--- config.mk ---
export PLATFORM = sky130hd
export DESIGN_NAME = fetch_aligner
export DESIGN_NICKNAME = d
export VERILOG_FILES = /design/src/rtl/fa_pkg.sv /design/src/rtl/fa_bank_route.sv /design/src/rtl/fa_slot_mask.sv /design/src/rtl/fa_align.sv /design/src/rtl/fetch_aligner.sv
export SDC_FILE = /design/constraint.sdc
export NUM_CORES = 2
export LEC_CHECK = 0
export ABC_CLOCK_PERIOD_IN_PS = 10900
export BUFFER_PORTS_ARGS = -buffer_cell sky130_fd_sc_hd__buf_2
export CAP_MARGIN = 25
export CELL_PAD_IN_SITES_DETAIL_PLACEMENT = 1
export CELL_PAD_IN_SITES_GLOBAL_PLACEMENT = 1
export CORE_AREA = 5 5 318 320
export DETAILED_ROUTE_END_ITERATION = 12
export DIE_AREA = 0 0 323 325
export GPL_TIMING_DRIVEN = 0
export PLACE_DENSITY_LB_ADDON = 0.05
export REMOVE_ABC_BUFFERS = 1
export SLEW_MARGIN = 20
export SYNTH_ARGS = -nofsm -noshare
export SYNTH_HDL_FRONTEND = slang
export SYNTH_SLANG_ARGS = --single-unit
export TNS_END_PERCENT = 50
--- constraint.sdc ---
create_clock -name clk -period 10.9 [get_ports clk]
set_clock_uncertainty 0.2 [all_clocks]
set_input_delay 1.635 -clock clk [delete_from_list [all_inputs] [get_ports clk]]
set_output_delay 1.635 -clock clk [all_outputs]
set_load 0.1 [all_outputs]
--- src/rtl/fa_pkg.sv ---
// Package: shared constants and types for the fetch aligner.
// Assumes fixed 32-bit instructions, so each instruction takes 4 bytes.
package fa_pkg;
    localparam int INSTR_W         = 32;
    localparam int INSTR_BYTE_BITS = 2;

    // Selects one of the two interleaved line banks by line parity.
    typedef enum logic {
        BANK_EVEN = 1'b0,
        BANK_ODD  = 1'b1
    } bank_sel_e;
endpackage

--- src/rtl/fa_bank_route.sv ---
// Module: fa_bank_route
// Maps a requested line index onto the even and odd bank addresses, so that
// the line and its successor are read together. It also orders the two
// returned lines as (line of the current PC, following line).
// Assumes the bank data belongs to the line index that was requested on the
// previous edge, and that cur_bank is the parity of that line.
module fa_bank_route
    import fa_pkg::*;
#(
    parameter int LIDX_W     = 27,
    parameter int LINE_WORDS = 8
) (
    input  logic [LIDX_W-1:0]             req_lidx,
    input  logic                          cur_bank,
    input  logic [LINE_WORDS*INSTR_W-1:0] even_data,
    input  logic [LINE_WORDS*INSTR_W-1:0] odd_data,
    output logic [LIDX_W-2:0]             even_addr,
    output logic [LIDX_W-2:0]             odd_addr,
    output logic [LINE_WORDS*INSTR_W-1:0] first_line,
    output logic [LINE_WORDS*INSTR_W-1:0] second_line
);
    logic [LIDX_W-1:0] next_lidx;

    assign next_lidx = req_lidx + 1'b1;

    // Purpose: send the requested line and its successor to their banks.
    always_comb begin
        if (bank_sel_e'(req_lidx[0]) == BANK_EVEN) begin
            even_addr = req_lidx[LIDX_W-1:1];
            odd_addr  = req_lidx[LIDX_W-1:1];
        end else begin
            odd_addr  = req_lidx[LIDX_W-1:1];
            even_addr = next_lidx[LIDX_W-1:1];
        end
    end

    // Purpose: put the returned lines in program order.
    always_comb begin
        if (bank_sel_e'(cur_bank) == BANK_ODD) begin
            first_line  = odd_data;
            second_line = even_data;
        end else begin
            first_line  = even_data;
            second_line = odd_data;
        end
    end
endmodule

--- src/rtl/fa_slot_mask.sv ---
// Module: fa_slot_mask
// Turns the per-slot taken bits into three things: the slot valid vector,
// the slot count, and a word-select mask for each of the two lines. It stops
// at the first taken slot and keeps that slot in the group.
// Assumes FETCH_W <= LINE_WORDS and LINE_WORDS a power of two, so that a
// group never reaches past the second line.
module fa_slot_mask #(
    parameter int FETCH_W    = 4,
    parameter int LINE_WORDS = 8
) (
    input  logic [FETCH_W-1:0]                 taken,
    input  logic [$clog2(LINE_WORDS)-1:0]      offset,
    output logic [FETCH_W-1:0]                 slot_valid,
    output logic [$clog2(FETCH_W+1)-1:0]       slot_cnt,
    output logic                               cut_taken,
    output logic [LINE_WORDS-1:0]              mask_first,
    output logic [LINE_WORDS-1:0]              mask_second
);
    localparam int OFS_W = $clog2(LINE_WORDS);
    localparam int CNT_W = $clog2(FETCH_W+1);

    // Purpose: a slot is valid only while no earlier slot was predicted taken.
    always_comb begin
        logic stop;
        stop       = 1'b0;
        slot_valid = '0;
        for (int k = 0; k < FETCH_W; k++) begin
            slot_valid[k] = !stop;
            if (taken[k]) begin
                stop = 1'b1;
            end
        end
        cut_taken = stop;
    end

    // Purpose: count the delivered slots, which sets the sequential advance.
    always_comb begin
        slot_cnt = '0;
        for (int k = 0; k < FETCH_W; k++) begin
            slot_cnt = slot_cnt + CNT_W'(slot_valid[k]);
        end
    end

    // Purpose: mark the words that each line gives to the group.
    always_comb begin
        logic [OFS_W:0] pos;
        pos         = '0;
        mask_first  = '0;
        mask_second = '0;
        for (int k = 0; k < FETCH_W; k++) begin
            pos = {1'b0, offset} + (OFS_W+1)'(k);
            if (slot_valid[k]) begin
                if (pos[OFS_W]) begin
                    mask_second[pos[OFS_W-1:0]] = 1'b1;
                end else begin
                    mask_first[pos[OFS_W-1:0]] = 1'b1;
                end
            end
        end
    end
endmodule

--- src/rtl/fa_align.sv ---
// Module: fa_align
// Final alignment: for each output slot it picks the word at offset+k from
// whichever of the two masked lines holds it. It drives zero when neither
// mask selects that word.
// Assumes the masks come from fa_slot_mask for the same offset.
module fa_align
    import fa_pkg::*;
#(
    parameter int FETCH_W    = 4,
    parameter int LINE_WORDS = 8
) (
    input  logic [LINE_WORDS*INSTR_W-1:0] first_line,
    input  logic [LINE_WORDS*INSTR_W-1:0] second_line,
    input  logic [LINE_WORDS-1:0]         mask_first,
    input  logic [LINE_WORDS-1:0]         mask_second,
    input  logic [$clog2(LINE_WORDS)-1:0] offset,
    output logic [FETCH_W*INSTR_W-1:0]    slot_instr
);
    localparam int OFS_W = $clog2(LINE_WORDS);

    for (genvar k = 0; k < FETCH_W; k++) begin : g_slot
        logic [OFS_W:0]       pos;
        logic [INSTR_W-1:0]   word;

        assign pos = {1'b0, offset} + (OFS_W+1)'(k);

        // Purpose: select the masked word for slot k from the right line.
        always_comb begin
            if (!pos[OFS_W] && mask_first[pos[OFS_W-1:0]]) begin
                word = first_line[pos[OFS_W-1:0]*INSTR_W +: INSTR_W];
            end else if (pos[OFS_W] && mask_second[pos[OFS_W-1:0]]) begin
                word = second_line[pos[OFS_W-1:0]*INSTR_W +: INSTR_W];
            end else begin
                word = '0;
            end
        end

        assign slot_instr[k*INSTR_W +: INSTR_W] = word;
    end
endmodule

--- src/rtl/fetch_aligner.sv ---
// Module: fetch_aligner (top)
// Fetch stage for a FETCH_W-wide front end with a two-bank, parity-interleaved
// line store. The module holds the fetch PC. It aligns the two lines that came
// back for that PC, cuts the group at the first predicted-taken slot,
// registers the group, and sends the banks the lines of the next fetch PC.
// Assumes synchronous banks (data one edge after address) and a predictor
// that answers for cur_pc in the same cycle.
module fetch_aligner
    import fa_pkg::*;
#(
    parameter int                ADDR_W     = 32,
    parameter int                FETCH_W    = 4,
    parameter int                LINE_WORDS = 8,
    parameter logic [ADDR_W-1:0] RESET_PC   = '0,
    localparam int               OFS_W      = $clog2(LINE_WORDS),
    localparam int               LINE_LSB   = OFS_W + INSTR_BYTE_BITS,
    localparam int               LIDX_W     = ADDR_W - LINE_LSB,
    localparam int               BANK_AW    = LIDX_W - 1,
    localparam int               LINE_BITS  = LINE_WORDS * INSTR_W,
    localparam int               GRP_BITS   = FETCH_W * INSTR_W
) (
    input  logic                 clk,
    input  logic                 rst_n,
    input  logic                 stall,
    input  logic [FETCH_W-1:0]   pred_taken,
    input  logic [ADDR_W-1:0]    pred_target,
    output logic [BANK_AW-1:0]   even_addr,
    output logic [BANK_AW-1:0]   odd_addr,
    input  logic [LINE_BITS-1:0] even_data,
    input  logic [LINE_BITS-1:0] odd_data,
    output logic [FETCH_W-1:0]   grp_valid,
    output logic [GRP_BITS-1:0]  grp_instr,
    output logic [ADDR_W-1:0]    grp_pc,
    output logic [ADDR_W-1:0]    grp_next_pc,
    output logic [ADDR_W-1:0]    cur_pc
);
    localparam int CNT_W = $clog2(FETCH_W+1);

    logic [ADDR_W-1:0]     pc_q;
    logic [ADDR_W-1:0]     next_pc;
    logic [LIDX_W-1:0]     req_lidx;
    logic [OFS_W-1:0]      offset;
    logic [FETCH_W-1:0]    slot_valid;
    logic [CNT_W-1:0]      slot_cnt;
    logic                  cut_taken;
    logic [LINE_WORDS-1:0] mask_first;
    logic [LINE_WORDS-1:0] mask_second;
    logic [LINE_BITS-1:0]  first_line;
    logic [LINE_BITS-1:0]  second_line;
    logic [GRP_BITS-1:0]   slot_instr;

    assign offset = pc_q[LINE_LSB-1:INSTR_BYTE_BITS];
    assign cur_pc = pc_q;

    fa_bank_route #(
        .LIDX_W     (LIDX_W),
        .LINE_WORDS (LINE_WORDS)
    ) u_route (
        .req_lidx    (req_lidx),
        .cur_bank    (pc_q[LINE_LSB]),
        .even_data   (even_data),
        .odd_data    (odd_data),
        .even_addr   (even_addr),
        .odd_addr    (odd_addr),
        .first_line  (first_line),
        .second_line (second_line)
    );

    fa_slot_mask #(
        .FETCH_W    (FETCH_W),
        .LINE_WORDS (LINE_WORDS)
    ) u_mask (
        .taken       (pred_taken),
        .offset      (offset),
        .slot_valid  (slot_valid),
        .slot_cnt    (slot_cnt),
        .cut_taken   (cut_taken),
        .mask_first  (mask_first),
        .mask_second (mask_second)
    );

    fa_align #(
        .FETCH_W    (FETCH_W),
        .LINE_WORDS (LINE_WORDS)
    ) u_align (
        .first_line  (first_line),
        .second_line (second_line),
        .mask_first  (mask_first),
        .mask_second (mask_second),
        .offset      (offset),
        .slot_instr  (slot_instr)
    );

    // Purpose: redirect on a predicted-taken cut, else advance past the group.
    always_comb begin
        if (cut_taken) begin
            next_pc = pred_target;
        end else begin
            next_pc = pc_q + ADDR_W'({slot_cnt, INSTR_BYTE_BITS'(0)});
        end
    end

    // Purpose: pick the line the banks read this edge (reset, hold or advance).
    always_comb begin
        if (!rst_n) begin
            req_lidx = RESET_PC[ADDR_W-1:LINE_LSB];
        end else if (stall) begin
            req_lidx = pc_q[ADDR_W-1:LINE_LSB];
        end else begin
            req_lidx = next_pc[ADDR_W-1:LINE_LSB];
        end
    end

    // Purpose: fetch PC and output group registers, held while stalled.
    always_ff @(posedge clk) begin
        if (!rst_n) begin
            pc_q        <= RESET_PC;
            grp_valid   <= '0;
            grp_instr   <= '0;
            grp_pc      <= RESET_PC;
            grp_next_pc <= RESET_PC;
        end else if (!stall) begin
            pc_q        <= next_pc;
            grp_valid   <= slot_valid;
            grp_instr   <= slot_instr;
            grp_pc      <= pc_q;
            grp_next_pc <= next_pc;
        end
    end
endmodule

==> metrics.txt <==
status complete, no violations; total global-route track usage 0.258; crit path kind in -> out; Final Core Density 0.357; Worst Path Required 9.07 ns; unrepaired setup endpoints after global routing no; share of the synthesized area in the top cell type 0.178; most frequent cells in the layout buf_2 (828), nor2_1 (494), a211oi_1 (417); die area 0.105 mm²; initial core utilization 0.289; initial detailed-routing violation count 1538; post-CTS setup buffer count 0; DR WL/cell 26.1 µm; PwrDens 105 mW/mm²; Seq pwr share 0.223; Layout area overhead 23.7%; CP delay by family, top compound AO/OA/AOI/OAI gates; final cell count without fillers 5429; Slew Viols, Final 0; Ys Warns 0; synthesized area 0.0283 mm²; Tcrit/Tclk final 0.812; Synth area leaders mux4_2 (18%), dfxtp_1 (14%), a211oi_1 (11%), mux2i_1 (9.2%), a21oi_1 (6.9%); num ports 831; logic gate share of total power 0.581; startpoint types input pin; Site Rows 115; global-route wire length before repair 207 mm; Power, Total 3.69 mW; Critical Path AT 7.01 ns; Slowest cell on crit path a211oi_1; Setup Viol. Count Final 0; CP Cell Sequence buf_2 > inv_1 > o21ai_0 > ha_1 > ha_1 > ha_1 > a211oi_1 > o211ai_1 > a31oi_2 > ha_1 > nor4b_2 > nand4_2 > nor4_1 > xor2_1 > buf_2; Vias 30900; DRC errors left 0; GRT overflow 0; VDD IR max 0.135 mV; initial antenna violation count 77; fin area 0.0350 mm²; vias in the first global route 31100; Max Cap Viol 0; CP Capture Type primary output; static leakage 14.3 nW; leading area contributor after synthesis mux4_2; Placed Area 0.0343 mm²; Inserted Clock Buffers 17; Top cell by count, worst path ha_1; switching power 1.88 mW; most common cell after layout, fill and taps aside buf_2; Hold Vio Cnt, Final 0; H-tree depth 4; Slew @ Worst Pin 1.09 ns; FF+latch area 0.00394 mm²; Fillers 11900; post-synthesis instance total 3580; Placer Congestion 0.785; fin nets 4655; Root Driver clkbuf_16; sequential area share after synthesis 0.139; core area 0.0978 mm²; CP max stage delay 0.77 ns; die outline width 323 µm; clk buf depth 2; CP max FO 9; share of post-route cells with drive strength above 1 0.333; port bufs 830; Die Y 325 µm; Post-CTS Resized 0; Inst Count DP 5355; Post-synth EDFFs 0; fin crit period 8.85 ns; Min-Delay Path Class reg -> reg; Pre-antenna DRT Iters 5; Post-Route WL 141 mm; WP buf/inv 3; Multi-input gate area 0.0223 mm²; Final ANT Viol Nets 0; CTS Sinks 196; Async S/R FF share, synth 0; Yosys reg bits 196; Netlist cell types 80; Clk pwr share 0.197; Worst-path clk slew 0.09 ns; pin count of the biggest net entering global routing 117; HPWL Detailed 108 mm; Rel. slew slack 0.271; Primary FF master, synth dfxtp_1; Pint 1.81 mW; Mean Syn Cell Area 7.90 µm²; via/cell ratio 5.70; Fmax 0.113 GHz; CTS tree done; # hold bufs at CTS 0; switching share of power 0.510; worst skew pair latency 0.53 ns
==> through the flow <==
| step | setup TNS, ns | hold WS, ns | worst slack [ns] |
|---|---|---|---|
| after detailed placement | 0 | 0.240 | 1.96 |
| after global placement | -6454.26 | 0.244 | -50.12 |
| after global routing | 0 | 0.294 | 1.75 |
| after floorplan | -3654.90 | 0.680 | -26.51 |
| after CTS | 0 | 0.254 | 1.94 |
| final | 0 | 0.252 | 2.05 |
==> registers in the layout (all words and copies together), names as in the netlist <==
name	count
cur_pc	32
grp_pc	32
grp_valid	4
grp_instr	128
==> worst paths after layout <==
kind,end,slack (ns),depth (start not counted),from
max reg2reg,grp_instr[105],6.57,14,cur_pc[2]
max,even_addr[25],2.05,15,pred_taken[0]
min,grp_valid[0],0.25,2,grp_valid[0]
min reg2reg,grp_valid[0],0.25,2,grp_valid[0]
==> logic make-up (layout without fill, tap and decap cells) <==
group / Yosys count / after routing / share of synthesized area
buffers and inverters: 512 / 1032 / 0.0754
AO/OA/AOI/OAI: 1167 / 1167 / 0.273
adder cells (fa/ha/maj): 17 / 17 / 0.00779
XOR/XNOR: 29 / 29 / 0.00898
AND/OR/NAND/NOR: 1033 / 1033 / 0.169
other: 0 / 42 / 0
flip-flops: 196 / 196 / 0.139
multiplexers: 626 / 626 / 0.327
==> tightest hold or removal path, cell delays in order (launching register included) <==
cell,delay (ns)
dfxtp_1,0.32
inv_1,0.04
a21oi_1,0.05
==> Yosys cell counts, drive strengths merged (5+ instances only) <==
| master | n |
|---|---|
| o311a | 34 |
| a211oi | 419 |
| mux2i | 261 |
| o211ai | 9 |
| mux4 | 223 |
| buf | 131 |
| xor2 | 16 |
| nand2 | 193 |
| o21ai | 142 |
| nor2 | 494 |
| a21oi | 389 |
| a31oi | 12 |
| o31a | 25 |
| xnor2 | 13 |
| nand2b | 73 |
| ha | 16 |
| o221a | 6 |
| and3 | 5 |
| o22ai | 34 |
| dfxtp | 196 |
| and2 | 33 |
| inv | 83 |
| nor4 | 15 |
| o211a | 34 |
| nand4 | 20 |
| nor3 | 105 |
| mux2 | 142 |
| clkbuf | 297 |
| and4 | 6 |
| a2111oi | 34 |
| or3 | 5 |
| nor2b | 57 |
| nand3 | 10 |
==> area by class of cell <==
cell class              count  share of cell area
multi-input cells        2872               0.638
inverters                  84             0.00959
flip-flops and latches    196               0.113
clock buffers              18              0.0126
well taps                1287              0.0460
repair buffers            916               0.173
diodes                     42             0.00300
clock inverters            14             0.00515
==> layer usage <==
layer,global-route usage,routed length [µm]
met5,0,336
met1,0.309,58200
met3,0.0670,9030
met4,0.0581,3030
met2,0.464,70800
==> power by group through the flow <==
stage | clock [mW] | sequential [mW] | combinational (mW)
floorplan | 0 | 1.29 | 1.37
global placement | 0 | 0.942 | 2.44
detailed placement | 0 | 0.839 | 2.15
CTS | 0.763 | 0.823 | 2.15
global route | 0.778 | 0.829 | 2.30
finish | 0.725 | 0.821 | 2.14
Note: power is estimated with default switching activity, not from simulation.
